## src/rtl/utx_pkg.sv

```systemverilog
package utx_pkg;

    typedef enum logic [2:0] {
        UTX_IDLE  = 3'd0,
        UTX_START = 3'd1,
        UTX_DATA  = 3'd2,
        UTX_XBIT  = 3'd3,
        UTX_STOP  = 3'd4
    } utx_phase_e;

    typedef enum logic [1:0] {
        UTX_PAR_NONE  = 2'd0,
        UTX_PAR_EVEN  = 2'd1,
        UTX_PAR_ODD   = 2'd2,
        UTX_PAR_FORCE = 2'd3
    } utx_par_e;

endpackage

```

## src/rtl/utx_xbit_gen.sv

```systemverilog
module utx_xbit_gen #(
    parameter int DW = 8
) (
    input  logic [DW-1:0] data_i,
    input  logic [1:0]    dbits_i,
    input  logic [1:0]    mode_i,
    input  logic          forced_i,
    output logic          xbit_o
);
    import utx_pkg::*;

    localparam int MIN_BITS = DW - 3;

    logic [DW-1:0] live;

    for (genvar i = 0; i < DW; i++) begin : g_mask
        assign live[i] = data_i[i] & (i < (MIN_BITS + int'(dbits_i)));
    end

    always_comb begin
        unique case (utx_par_e'(mode_i))
            UTX_PAR_EVEN:  xbit_o = ^live;
            UTX_PAR_ODD:   xbit_o = ~(^live);
            UTX_PAR_FORCE: xbit_o = forced_i;
            default:       xbit_o = 1'b0;
        endcase
    end

endmodule

```

## src/rtl/utx_subbit_timer.sv

```systemverilog
module utx_subbit_timer #(
    parameter  int OVS   = 16,
    localparam int CNT_W = $clog2(3 * OVS)
) (
    input  logic [CNT_W-1:0] cnt_i,
    input  logic             x1_i,
    input  logic             in_stop_i,
    input  logic [CNT_W-1:0] stop_cfg_i,
    output logic [CNT_W-1:0] nxt_o,
    output logic             done_o
);
    localparam logic [CNT_W-1:0] ONE_BIT = CNT_W'(OVS);
    localparam logic [CNT_W-1:0] TWO_BIT = CNT_W'(2 * OVS);

    logic [CNT_W-1:0] step;
    logic [CNT_W-1:0] stop_lim;
    logic [CNT_W-1:0] lim;

    always_comb begin
        step = x1_i ? ONE_BIT : CNT_W'(1);
        if (stop_cfg_i < ONE_BIT)      stop_lim = ONE_BIT;
        else if (stop_cfg_i > TWO_BIT) stop_lim = TWO_BIT;
        else                           stop_lim = stop_cfg_i;
        lim    = in_stop_i ? stop_lim : ONE_BIT;
        nxt_o  = cnt_i + step;
        done_o = (nxt_o >= lim);
    end

endmodule

```

## src/rtl/utx_core.sv

```systemverilog
module utx_core #(
    parameter  int OVS   = 16,
    localparam int CNT_W = $clog2(3 * OVS),
    localparam int DW    = 8
) (
    input  logic             clk,
    input  logic             rst_n,
    input  logic             tick,
    input  logic             cfg_x1,
    input  logic [1:0]       cfg_dbits,
    input  logic [1:0]       cfg_par,
    input  logic             cfg_extra_bit,
    input  logic [CNT_W-1:0] cfg_stop,
    input  logic             cfg_cts_gate,
    input  logic             cfg_rts_auto,
    input  logic             cts_n,
    input  logic             cmd_enable,
    input  logic             cmd_disable,
    input  logic             cmd_brk_on,
    input  logic             cmd_brk_off,
    input  logic             cmd_rts_set,
    input  logic             wr_stb,
    input  logic [DW-1:0]    wr_data,
    output logic             txd,
    output logic             tx_rdy,
    output logic             tx_empty,
    output logic             rts_n
);
    import utx_pkg::*;

    localparam int LEFT_W = $clog2(DW);

    typedef struct packed {
        logic              en;
        logic              brk;
        logic              rts;
        logic              hold_full;
        logic [DW-1:0]     hold;
        utx_phase_e        phase;
        logic [DW-1:0]     shreg;
        logic [LEFT_W-1:0] bits_left;
        logic              has_x;
        logic              xbit;
        logic [CNT_W-1:0]  cnt;
        logic              txd;
    } utx_state_t;

    utx_state_t s_d, s_q;

    logic             wr_ok_d;
    logic             load_ok_d;
    logic             start_d;
    logic             xbit_calc;
    logic [CNT_W-1:0] t_nxt;
    logic             t_done;

    utx_xbit_gen #(.DW(DW)) u_xbit (
        .data_i   (s_q.hold),
        .dbits_i  (cfg_dbits),
        .mode_i   (cfg_par),
        .forced_i (cfg_extra_bit),
        .xbit_o   (xbit_calc)
    );

    utx_subbit_timer #(.OVS(OVS)) u_timer (
        .cnt_i      (s_q.cnt),
        .x1_i       (cfg_x1),
        .in_stop_i  (s_q.phase == UTX_STOP),
        .stop_cfg_i (cfg_stop),
        .nxt_o      (t_nxt),
        .done_o     (t_done)
    );

    always_comb begin
        s_d       = s_q;
        wr_ok_d   = wr_stb & s_q.en & ~s_q.hold_full & ~s_q.brk;
        load_ok_d = s_q.hold_full & ~s_q.brk & (~cfg_cts_gate | ~cts_n);
        start_d   = 1'b0;

        if (cmd_enable)             s_d.en  = 1'b1;
        if (cmd_disable)            s_d.en  = 1'b0;
        if (cmd_brk_on && s_q.en)   s_d.brk = 1'b1;
        if (cmd_brk_off)            s_d.brk = 1'b0;

        if (wr_ok_d) begin
            s_d.hold      = wr_data;
            s_d.hold_full = 1'b1;
        end

        if (tick) begin
            if (s_q.phase == UTX_IDLE) begin
                if (load_ok_d) start_d = 1'b1;
                else           s_d.txd = ~s_q.brk;
            end else begin
                s_d.cnt = t_done ? '0 : t_nxt;
                if (t_done) begin
                    unique case (s_q.phase)
                        UTX_START: begin
                            s_d.phase = UTX_DATA;
                            s_d.txd   = s_q.shreg[0];
                            s_d.shreg = s_q.shreg >> 1;
                        end
                        UTX_DATA: begin
                            if (s_q.bits_left != '0) begin
                                s_d.txd       = s_q.shreg[0];
                                s_d.shreg     = s_q.shreg >> 1;
                                s_d.bits_left = s_q.bits_left - 1'b1;
                            end else if (s_q.has_x) begin
                                s_d.phase = UTX_XBIT;
                                s_d.txd   = s_q.xbit;
                            end else begin
                                s_d.phase = UTX_STOP;
                                s_d.txd   = 1'b1;
                            end
                        end
                        UTX_XBIT: begin
                            s_d.phase = UTX_STOP;
                            s_d.txd   = 1'b1;
                        end
                        default: begin
                            if (load_ok_d) begin
                                start_d = 1'b1;
                            end else begin
                                s_d.phase = UTX_IDLE;
                                s_d.txd   = 1'b1;
                                if (cfg_rts_auto && !s_q.hold_full && !wr_ok_d)
                                    s_d.rts = 1'b0;
                            end
                        end
                    endcase
                end
            end
        end

        if (start_d) begin
            s_d.phase     = UTX_START;
            s_d.txd       = 1'b0;
            s_d.shreg     = s_q.hold;
            s_d.hold_full = 1'b0;
            s_d.xbit      = xbit_calc;
            s_d.has_x     = (utx_par_e'(cfg_par) != UTX_PAR_NONE);
            s_d.bits_left = LEFT_W'(DW - 4) + LEFT_W'(cfg_dbits);
            s_d.cnt       = '0;
        end

        if (cmd_rts_set) s_d.rts = 1'b1;
    end

    always_ff @(posedge clk) begin
        if (!rst_n) begin
            s_q       <= '0;
            s_q.phase <= UTX_IDLE;
            s_q.txd   <= 1'b1;
        end else begin
            s_q <= s_d;
        end
    end

    assign txd      = s_q.txd;
    assign tx_rdy   = s_q.en & ~s_q.hold_full;
    assign tx_empty = tx_rdy & (s_q.phase == UTX_IDLE);
    assign rts_n    = ~s_q.rts;

    // the line moves only on a bit-clock enable
    p_txd_tick_r2: assert property (@(posedge clk) disable iff (!rst_n)
        !tick |=> $stable(txd));

    // entering the start bit always drives space
    p_start_space_r2: assert property (@(posedge clk) disable iff (!rst_n)
        (s_q.phase == UTX_START && $past(s_q.phase) != UTX_START) |-> !txd);

    // an accepted write takes the holding register
    p_wr_clears_rdy_r6: assert property (@(posedge clk) disable iff (!rst_n)
        (wr_stb && tx_rdy && !s_q.brk) |=> !tx_rdy);

    // empty implies ready
    p_empty_rdy_r6: assert property (@(posedge clk) disable iff (!rst_n)
        tx_empty |-> tx_rdy);

    // an idle break keeps the line at space
    p_break_space_r8: assert property (@(posedge clk) disable iff (!rst_n)
        (s_q.brk && $past(s_q.brk) && $past(tick) && $past(s_q.phase == UTX_IDLE)) |-> !txd);

    // no character starts while a break is in force
    p_break_no_start_r8: assert property (@(posedge clk) disable iff (!rst_n)
        (s_q.brk && s_q.phase == UTX_IDLE) |=> s_q.phase == UTX_IDLE);

    // a blocked clear-to-send keeps the shifter idle
    p_cts_hold_r9: assert property (@(posedge clk) disable iff (!rst_n)
        (cfg_cts_gate && cts_n && s_q.phase == UTX_IDLE) |=> s_q.phase == UTX_IDLE);

    // request-to-send is only released by the automatic path
    p_rts_auto_r10: assert property (@(posedge clk) disable iff (!rst_n)
        $rose(rts_n) |-> $past(cfg_rts_auto));

endmodule

```

## config.mk

```make
export PLATFORM = sky130hd
export DESIGN_NAME = utx_core
export DESIGN_NICKNAME = d
export VERILOG_FILES = /design/src/rtl/utx_pkg.sv /design/src/rtl/utx_xbit_gen.sv /design/src/rtl/utx_subbit_timer.sv /design/src/rtl/utx_core.sv
export SDC_FILE = /design/constraint.sdc
export NUM_CORES = 1
export LEC_CHECK = 0
export BUFFER_PORTS_ARGS = -buffer_cell sky130_fd_sc_hd__buf_2
export CORE_MARGIN = 3
export CORE_UTILIZATION = 35
export DETAILED_ROUTE_END_ITERATION = 16
export PLACE_DENSITY_LB_ADDON = 0.08
export SLEW_MARGIN = 30
export SYNTH_ARGS = -nofsm -noshare
export SYNTH_HDL_FRONTEND = slang
export SYNTH_SLANG_ARGS = --single-unit
```

## constraint.sdc

```tcl
create_clock -name clk -period 3.68 [get_ports clk]
set_input_delay 0.92 -clock clk [delete_from_list [all_inputs] [get_ports clk]]
set_output_delay 0.92 -clock clk [all_outputs]
set_load 0.1 [all_outputs]
```

==> summary.md, run 1 <==
• count of instances resized after the clock tree is built: 0
• fin nets: 328
• Port-buffer cells: 35
• number of enable flip-flop cells after synthesis: 0
• worst slew margin relative to its limit: 49.4%
• final wirelength: 5270 um
• average wire length per cell after detail routing: 14.8 um
• DRC marker count from the first detailed-route iteration: 65
• effective utilization at floorplan: 36.9%
• highest clock rate: 0.305 GHz
• outcome: complete, no violations
• Detailed Routing Iterations Pass 1: 4
• Num CTS Buffers: 5
• accumulated negative setup slack: 0 ns
• ratio of cells with drive above 1 in the final layout: 22.1%
• total global routing track utilization: 15.9%
• multiplexer area fraction after synthesis: 5.05%
• wire length of the first global-routing pass: 9000 um
• Post-Synthesis Mean Instance Area: 8.47 sq um
• net count after synthesis: 289
• summed instance area of the synthesized netlist: 2080 sq um
• share of synthesized area occupied by flip-flops and latches: 33.6%
• xor-xnor portion of the synthesized cell area: 5.05%
• Std-Cell Rows: 27
• smallest setup slack after layout: 0.401 ns
• setup repair after global routing missed its margin: false
• antenna violations before repair: 0
• kind of capture point of the worst setup path: register
• I/O pins: 36
• count of fill cells added during filler insertion: 587
• Vias: 1889
• Core ar.: 5640 sq um
• data arrival time of the critical path: 3.42 ns
• number of H-tree levels: 2
• Setup crit start kind: input pin
• pre-CTS WS: 0.101 ns
• CTS root buffer: sky130_fd_sc_hd__clkbuf_8
• actual slew at the worst max-slew pin: 0.758 ns
• final-report hold violation count: 0
• Top FF cell, synth: sky130_fd_sc_hd__dfxtp_1
• via density per instance: 5.29
• final-report setup violation count: 0
• flop and latch count out of synthesis: 35
• final antenna diode count: 0
• Warnings, synthesis: 0
• count of different cell masters after synthesis: 52
• share of async-settable or async-resettable flops after synthesis: 0%
• commonest non-fill, non-tap cells in the layout: sky130_fd_sc_hd__buf_2 (35), sky130_fd_sc_hd__dfxtp_1 (35), sky130_fd_sc_hd__nor2_1 (21)
• largest driver fanout on the critical path: 7
• final worst clock skew: 0.0127 ns
• number of instances in the synthesized netlist: 246
• pin count of the biggest net entering global routing: 24
• reported leakage power: 0.912 nW
• hold buffer count at cts: 0
• area added between synthesis and finish: 16.9%
• main combinational cell family by area after synthesis: compound AO/OA/AOI/OAI gates
• number of antenna-violating nets in the routed design: 0
• Final min period: 3.28 ns
• Synth Area in Adders: 6.61%
• overflow left after global routing: 0
• die height: 83.2 um
• Clock Sink Count: 35
• overall power after layout: 0.790 mW
• count of buffers added by post-CTS timing repair for setup: 0
• synthesized-area fraction occupied by and/or/nand/nor cells: 22.0%
• Die Area: 6910 sq um
• Req. time, crit path: 3.83 ns
• hpwl dp: 4010 um
• final max-slew violation count: 0
• Max Buffers Root-to-Sink: 2
• TritonCTS clock tree: done
• portion of the clock cycle consumed by the worst path in the final layout: 89.1%
• area fraction in compound gates after synthesis: 23.1%
• maximum ir drop on the vdd rail: 188 uV
• die width: 83.2 um
• Clk Latency, worst-skew pair: 0.29 ns
• Clock Pin Slew Worst Setup and Hold Paths: 0.08 ns
• final routed DRC violation total: 0
• Max Cap Viol: 0
• class of the worst hold path: reg -> reg
• RePlAce Congestion: 0.786
• Cell Pwr Density: 324 nW/um^2
• via count of the first global-routing pass: 1874
• Critical Setup Path Class: in -> reg
[cell usage after synthesis, types with 3 or more instances]
cell type	n	share of area, %
sky130_fd_sc_hd__a211oi_1	8	2.9
sky130_fd_sc_hd__a21oi_1	15	3.6
sky130_fd_sc_hd__a311oi_1	7	2.9
sky130_fd_sc_hd__a31oi_1	4	1.2
sky130_fd_sc_hd__and2_1	4	1.2
sky130_fd_sc_hd__buf_2	4	0.96
sky130_fd_sc_hd__clkbuf_1	5	0.90
sky130_fd_sc_hd__dfxtp_1	35	34
sky130_fd_sc_hd__ha_1	11	6.6
sky130_fd_sc_hd__inv_1	9	1.6
sky130_fd_sc_hd__mux2i_1	9	4.3
sky130_fd_sc_hd__nand2_1	19	3.4
sky130_fd_sc_hd__nand2b_1	3	0.90
sky130_fd_sc_hd__nand3_1	15	3.6
sky130_fd_sc_hd__nor2_1	21	3.8
sky130_fd_sc_hd__nor2b_1	6	1.8
sky130_fd_sc_hd__nor3_1	5	1.2
sky130_fd_sc_hd__o211ai_1	3	1.1
sky130_fd_sc_hd__o21ai_0	16	3.8
sky130_fd_sc_hd__xnor2_1	10	4.2
[report_power, final]
group	total [mW]	internal [mW]	switching, mW	leakage (nW)
clock network	0.274	0.129	0.144	0.0440
logic	0.120	0.0453	0.0750	0.584
registers	0.396	0.388	0.00777	0.283
[cell type report]
type	count	area, sq um	share of cell area (%)
Sequential cell	35	701	28.8
Timing Repair Buffer	44	243	9.96
Multi-Input combinational cell	190	1290	52.8
Clock inverter	2	13.8	0.565
Inverter	9	33.8	1.39
Clock buffer	5	68.8	2.82
Tap cell	72	90.1	3.70
[flip-flops by register name, summed over array words and instances, names as in the netlist]
| name | count |
|---|---|
| txd | 1 |
| s_q | 34 |
[logic make-up (layout without fill, tap and decap cells)]
logic type,Yosys count,count (layout)
xor+xnor,12,12
buf+inv,21,60
fa+ha+maj,11,11
mux,10,10
compound gates,69,69
flops,35,35
simple gates,88,88
[worst paths after layout]
| path | start | end | slack, ns | cells after the start |
|---|---|---|---|---|
| setup / recovery | cfg_x1 | s_q[13] | 0.40 | 12 |
| hold reg to reg | s_q[1] | s_q[1] | 0.47 | 2 |
| hold / removal | s_q[1] | s_q[1] | 0.47 | 2 |
| setup reg to reg | s_q[1] | s_q[13] | 0.84 | 10 |
[per-stage QoR]
step,util [%],instances,hold slack (ns),instance area [sq um]
finish,43.2,357,0.474,2440
global placement,41.7,350,0.453,2350
detailed placement,41.7,350,0.460,2350
global route,43.2,357,0.508,2440
CTS,43.2,357,0.470,2440
floorplan,-,246,0.436,2080
[routing by layer]
| layer | wire length, um | global-route usage [%] |
|---|---|---|
| met4 | 59 | 4.90 |
| met5 | 0 | 0 |
| met1 | 2390 | 19.4 |
| met3 | 141 | 3.08 |
| met2 | 2670 | 28.1 |
[worst max-delay path, stage by stage]
cell                       delay (ns)
sky130_fd_sc_hd__buf_2           0.09
sky130_fd_sc_hd__inv_1           0.04
sky130_fd_sc_hd__ha_1            0.21
sky130_fd_sc_hd__and3_1          0.19
sky130_fd_sc_hd__a31oi_1         0.22
sky130_fd_sc_hd__xnor2_1         0.12
sky130_fd_sc_hd__ha_1            0.34
sky130_fd_sc_hd__nand4_2         0.12
sky130_fd_sc_hd__o221a_1         0.35
sky130_fd_sc_hd__or3b_2          0.53
sky130_fd_sc_hd__o21ai_2         0.16
sky130_fd_sc_hd__a311oi_1        0.14
Power figures use the tool's default switching activity.
==> run 2: changes to the inputs <==
ABC_AREA = 1   (was default)
==> summary.md, run 2 <==
• outcome: complete, no violations
• number of instances in the synthesized netlist: 326
• count leader, synth: sky130_fd_sc_hd__nand2_1
• Post-Synthesis Mean Instance Area: 6.71 sq um
• die height: 85.1 um
• hpwl dp: 3990 um
• maximum ir drop on the vdd rail: 154 uV
• Max Cap Viol: 0
• final max-slew violation count: 0
• commonest non-fill, non-tap cells in the layout: sky130_fd_sc_hd__nand2_1 (68), sky130_fd_sc_hd__nor2_1 (58), sky130_fd_sc_hd__inv_1 (35), sky130_fd_sc_hd__buf_2 (35), sky130_fd_sc_hd__dfxtp_1 (35)
• via density per instance: 4.79
• worst slew margin relative to its limit: 67.8%
• Warnings, synthesis: 0
• Num CTS Buffers: 5
• final wirelength: 5200 um
• DRC marker count from the first detailed-route iteration: 89
• ratio of cells with drive above 1 in the final layout: 18.0%
• Core ar.: 5990 sq um
• final-report hold violation count: 0
• delay of the slowest critical-path stage: 0.40 ns
• net count after synthesis: 369
• via count of the first global-routing pass: 2020
• fraction of post-synthesis cell area in the top cell type by area: 32.0%
• reported leakage power: 1.20 nW
• Critical Setup Path Class: in -> reg
• RePlAce Congestion: 0.837
• largest registers ranked by flip-flop count: s_q x34, txd x1
• fin util: 41.7%
• pin count of the biggest net entering global routing: 27
• Setup crit start kind: input pin
• xor-xnor portion of the synthesized cell area: 2.80%
• WHS: 0.476 ns
• area added between synthesis and finish: 14.1%
• number of H-tree levels: 2
• summed instance area of the synthesized netlist: 2190 sq um
• count of buffers added by post-CTS timing repair for setup: 0
• actual slew at the worst max-slew pin: 0.477 ns
• share of synthesized area occupied by flip-flops and latches: 32.0%
• I/O pins: 36
• final-report setup violation count: 0
• Max Buffers Root-to-Sink: 2
• final antenna diode count: 0
• effective utilization at floorplan: 36.5%
• antenna violations before repair: 0
• Port-buffer cells: 35
• Clk Latency, worst-skew pair: 0.29 ns
• Slowest cell on crit path: sky130_fd_sc_hd__o41ai_1
• hold buffer count at cts: 0
• largest driver fanout on the critical path: 26
• wire length of the first global-routing pass: 9030 um
• leading area contributor after synthesis: sky130_fd_sc_hd__dfxtp_1
• setup repair after global routing missed its margin: false
• share of async-settable or async-resettable flops after synthesis: 0%
• Largest Register: s_q
• slack of the worst reg-to-reg path: 0.93 ns
• Synth Area in Adders: 6.29%
• multi-input combinational cell area: 1280 sq um
• final worst clock skew: 0.00372 ns
• Vias: 2095
• max reg flops: 34
• count of fill cells added during filler insertion: 667
• Clock Sink Count: 35
• Req. time, crit path: 3.90 ns
• average wire length per cell after detail routing: 11.9 um
• flop and latch count out of synthesis: 35
• CTS root buffer: sky130_fd_sc_hd__clkbuf_8
• TritonCTS clock tree: done
• count of different cell masters after synthesis: 35
• synthesized-area fraction occupied by and/or/nand/nor cells: 38.9%
• Die Area: 7240 sq um
• multiplexer area fraction after synthesis: 0%
• count of instances resized after the clock tree is built: 0
• highest clock rate: 0.311 GHz
• portion of the clock cycle consumed by the worst path in the final layout: 87.5%
• accumulated negative setup slack: 0 ns
• final routed DRC violation total: 0
• number of enable flip-flop cells after synthesis: 0
• Detailed Routing Iterations Pass 1: 5
• Clock Pin Slew Worst Setup and Hold Paths: 0.07 ns
• number of antenna-violating nets in the routed design: 0
• main combinational cell family by area after synthesis: simple AND/OR/NAND/NOR gates
• Std-Cell Rows: 28
• overflow left after global routing: 0
• Top FF cell, synth: sky130_fd_sc_hd__dfxtp_1
• class of the worst hold path: reg -> reg
• cells taking the most area after synthesis: sky130_fd_sc_hd__dfxtp_1 (32%), sky130_fd_sc_hd__nand2_1 (12%), sky130_fd_sc_hd__nor2_1 (9.9%)
• area taken by flip-flops and latches: 701 sq um
• Commonest cells post-synth: sky130_fd_sc_hd__nand2_1 (68), sky130_fd_sc_hd__nor2_1 (58), sky130_fd_sc_hd__dfxtp_1 (35), sky130_fd_sc_hd__inv_1 (35), sky130_fd_sc_hd__nand3_1 (27)
• area fraction in compound gates after synthesis: 10.3%
• worst path cell trace: buf_2 > or2_2 > o41ai_1 > nand4_1 > ha_1 > nand2_1 > nand2_1 > a21oi_2 > nand2_2 > nand2_1 > nand2_2 > nand2_4 > nand2_2 > a21oi_1
• data arrival time of the critical path: 3.44 ns
• die width: 85.1 um
• fin nets: 404
• Final min period: 3.22 ns
• total global routing track utilization: 15.5%
• kind of capture point of the worst setup path: register
• most common library cell in the layout ignoring fill and taps: sky130_fd_sc_hd__nand2_1
• Cell Pwr Density: 332 nW/um^2
## run 2: cell count changes in the layout (fill, tap and decap cells not counted), sizes merged, moves of 5 or more
cell | previous run | this run
a211oi | 8 | 0
a21oi | 17 | 12
a22oi | 1 | 6
a311oi | 7 | 0
buf | 44 | 36
inv | 9 | 41
mux2i | 9 | 0
nand2 | 19 | 73
nand3 | 15 | 29
nand3b | 1 | 8
nor2 | 21 | 62
nor2b | 6 | 0
xnor2 | 10 | 4
## run 2: logic make-up after synthesis
kind of cell	Yosys count
flip-flops	35
buffers and inverters	50
AO/OA/AOI/OAI	37
adder cells (fa/ha/maj)	11
XOR/XNOR	7
AND/OR/NAND/NOR	186
## run 2: layout make-up
type | count | area share [%]
Clock inverter | 1 | 0.201
Timing Repair Buffer | 36 | 7.32
Multi-Input combinational cell | 241 | 51.3
Sequential cell | 35 | 28.1
Inverter | 42 | 6.32
Tap cell | 75 | 3.76
Clock buffer | 7 | 3.06
## run 2: layer usage
| metal | part of all wire [%] | GRT usage (%) | vias up |
|---|---|---|---|
| met4 | 2.0 | 5.32 | 0 |
| met3 | 5.1 | 3.01 | 10 |
| met2 | 47 | 26.8 | 57 |
| met5 | 0 | 0 | - |
| li1 | - | - | 1114 |
| met1 | 46 | 19.3 | 914 |
## run 2: final timing paths
kind / endpoint / start / depth (start not counted)
setup / recovery: s_q[22] / cfg_stop[4] / 14
hold / removal: s_q[7] / s_q[7] / 2
setup reg to reg: s_q[22] / s_q[21] / 16
hold reg to reg: s_q[7] / s_q[7] / 2
## run 2: where the power goes
part | total (mW) | leakage [nW] | switching, mW | internal, mW
clock network | 0.279 | 0.0422 | 0.146 | 0.133
registers | 0.402 | 0.284 | 0.00950 | 0.393
logic | 0.148 | 0.872 | 0.0973 | 0.0508
total | 0.829 | 1.20 | 0.252 | 0.577
## run 2: stage by stage
| step | power [mW] | cells | cell area, sq um | setup WS [ns] |
|---|---|---|---|---|
| 3_5_place_dp | 0.560 | 429 | 2410 | 0.170 |
| 4_1_cts | 0.839 | 437 | 2500 | 0.460 |
| 5_1_grt | 0.876 | 437 | 2500 | 0.127 |
| 3_3_place_gp | 0.559 | 429 | 2410 | 0.237 |
| 6_report | 0.829 | 437 | 2500 | 0.459 |
| 2_1_floorplan | 0.521 | 326 | 2190 | 0.603 |
## run 2: worst max-delay path, delay by kind of cell
kind	cells	cell delay, ns
AND/OR/NAND/NOR	9	1.32
adder cells (fa/ha/maj)	1	0.33
AO/OA/AOI/OAI	3	0.75
buffers and inverters	1	0.11
==> run 3: changes to the inputs <==
CELL_PAD_IN_SITES_DETAIL_PLACEMENT = 1   (was default)
CELL_PAD_IN_SITES_GLOBAL_PLACEMENT = 2   (was default)
CORE_UTILIZATION = 31   (was 35)
GPL_ROUTABILITY_DRIVEN = 0   (was default)
HOLD_SLACK_MARGIN = 0.03   (was default)
==> summary.md, run 3 (same netlist as run 2, synthesis figures left out) <==
• overall power after layout: 0.872 mW
• Largest Register: s_q
• ratio of cells with drive above 1 in the final layout: 18.5%
• most common library cell in the layout ignoring fill and taps: sky130_fd_sc_hd__nand2_1
• Core ar.: 6600 sq um
• I/O pins: 36
• Req. time, crit path: 3.91 ns
• max reg flops: 34
• reported leakage power: 1.21 nW
• hold buffer count at cts: 0
• average wire length per cell after detail routing: 12.8 um
• outcome: complete, no violations
• data arrival time of the critical path: 3.45 ns
• final wirelength: 5820 um
• die width: 90.0 um
• effective utilization at floorplan: 33.1%
• Max Buffers Root-to-Sink: 2
• Num CTS Buffers: 5
• largest driver fanout on the critical path: 26
• Post-Layout Inst Area: 2540 sq um
• Setup crit start kind: input pin
• via density per instance: 4.54
• detailed-routing wirelength on met1: 3360 um
• count of buffers added by post-CTS timing repair for setup: 0
• Met3 Routed Length: 220 um
• Max Cap Viol: 0
• class of the worst hold path: reg -> reg
• final worst clock skew: 0.0126 ns
• Critical Setup Path Class: in -> reg
• hpwl dp: 4580 um
• pin count of the biggest net entering global routing: 27
• wire length of the first global-routing pass: 9620 um
• TritonCTS clock tree: done
• Cell Pwr Density: 343 nW/um^2
• CTS root buffer: sky130_fd_sc_hd__clkbuf_8
• die height: 90.0 um
• portion of the clock cycle consumed by the worst path in the final layout: 87.5%
• total global routing track utilization: 14.5%
• via count of the first global-routing pass: 2039
• pre-CTS WS: 0.147 ns
• Clock Sink Count: 35
• Final min period: 3.22 ns
• Clk Latency, worst-skew pair: 0.30 ns
• highest clock rate: 0.311 GHz
• kind of capture point of the worst setup path: register
• commonest non-fill, non-tap cells in the layout: sky130_fd_sc_hd__nand2_1 (68), sky130_fd_sc_hd__nor2_1 (58), sky130_fd_sc_hd__inv_1 (35), sky130_fd_sc_hd__buf_2 (35), sky130_fd_sc_hd__dfxtp_1 (35)
• number of antenna-violating nets in the routed design: 0
• largest registers ranked by flip-flop count: s_q x34, txd x1
• final antenna diode count: 0
• top layer used by detailed routing: met4
• Port-buffer cells: 35
• final max-slew violation count: 0
• accumulated negative setup slack: 0 ns
• area added between synthesis and finish: 16.1%
• Detailed Routing Iterations Pass 1: 4
• count of fill cells added during filler insertion: 898
• post-placement cell area: 2440 sq um
• Clock Pin Slew Worst Setup and Hold Paths: 0.08 ns
• Std-Cell Rows: 29
• smallest setup slack after layout: 0.460 ns
• setup repair after global routing missed its margin: false
• Vias: 2067
• final-report setup violation count: 0
• Die Area: 8100 sq um
• actual slew at the worst max-slew pin: 0.494 ns
• maximum ir drop on the vdd rail: 186 uV
• antenna violations before repair: 0
• met2 wire length: 2170 um
• worst slew margin relative to its limit: 66.6%
• final routed DRC violation total: 0
• fin nets: 404
• DRC marker count from the first detailed-route iteration: 59
• number of H-tree levels: 2
• final-report hold violation count: 0
• overflow left after global routing: 0
• count of instances resized after the clock tree is built: 0
-- run 3: final cells by class --
| class | count | area (sq um) | area share [%] |
|---|---|---|---|
| Inverter | 42 | 158 | 6.20 |
| Clock buffer | 7 | 96.3 | 3.79 |
| Sequential cell | 35 | 701 | 27.6 |
| Multi-Input combinational cell | 241 | 1280 | 50.4 |
| Timing Repair Buffer | 36 | 183 | 7.19 |
| Clock inverter | 1 | 7.51 | 0.295 |
| Tap cell | 93 | 116 | 4.58 |
-- run 3: routing by layer --
layer	up-vias	track usage, %
li1	1115	-
met1	908	22.1
met2	38	19.8
met3	6	3.01
met4	0	4.97
met5	-	0
-- run 3: worst paths after layout --
check	depth (start not counted)	slack, ns	start	end
max	15	0.46	cfg_stop[4]	s_q[17]
min	2	0.49	s_q[7]	s_q[7]
max reg2reg	17	0.84	s_q[21]	s_q[17]
min reg2reg	2	0.49	s_q[7]	s_q[7]
-- run 3: stage by stage --
step                util (%)  std cells  hold WS (ns)
floorplan                  -        326         0.444
global placement        36.9        447         0.468
detailed placement      36.9        447         0.478
CTS                     38.5        455         0.494
global route            38.5        455         0.514
finish                  38.5        455         0.487
-- run 3: report_power, final --
part	internal, mW	total (mW)	switching (mW)
logic	0.0510	0.151	0.100
registers	0.393	0.403	0.00971
clock network	0.170	0.318	0.148
total	0.614	0.872	0.257
-- run 3: critical path, cell delays in order --
cell and delay, ns:
sky130_fd_sc_hd__buf_2 0.11, sky130_fd_sc_hd__or2_2 0.28, sky130_fd_sc_hd__o41ai_1 0.42, sky130_fd_sc_hd__nand4_1 0.16, sky130_fd_sc_hd__ha_1 0.33, sky130_fd_sc_hd__nand2_1 0.06, sky130_fd_sc_hd__nand2_1 0.06, sky130_fd_sc_hd__a21oi_2 0.15
sky130_fd_sc_hd__nand2_2 0.13, sky130_fd_sc_hd__nand2_1 0.11, sky130_fd_sc_hd__nand2_2 0.08, sky130_fd_sc_hd__nand2_4 0.23, sky130_fd_sc_hd__and2_4 0.25, sky130_fd_sc_hd__nor2_1 0.05, sky130_fd_sc_hd__nor2_1 0.09
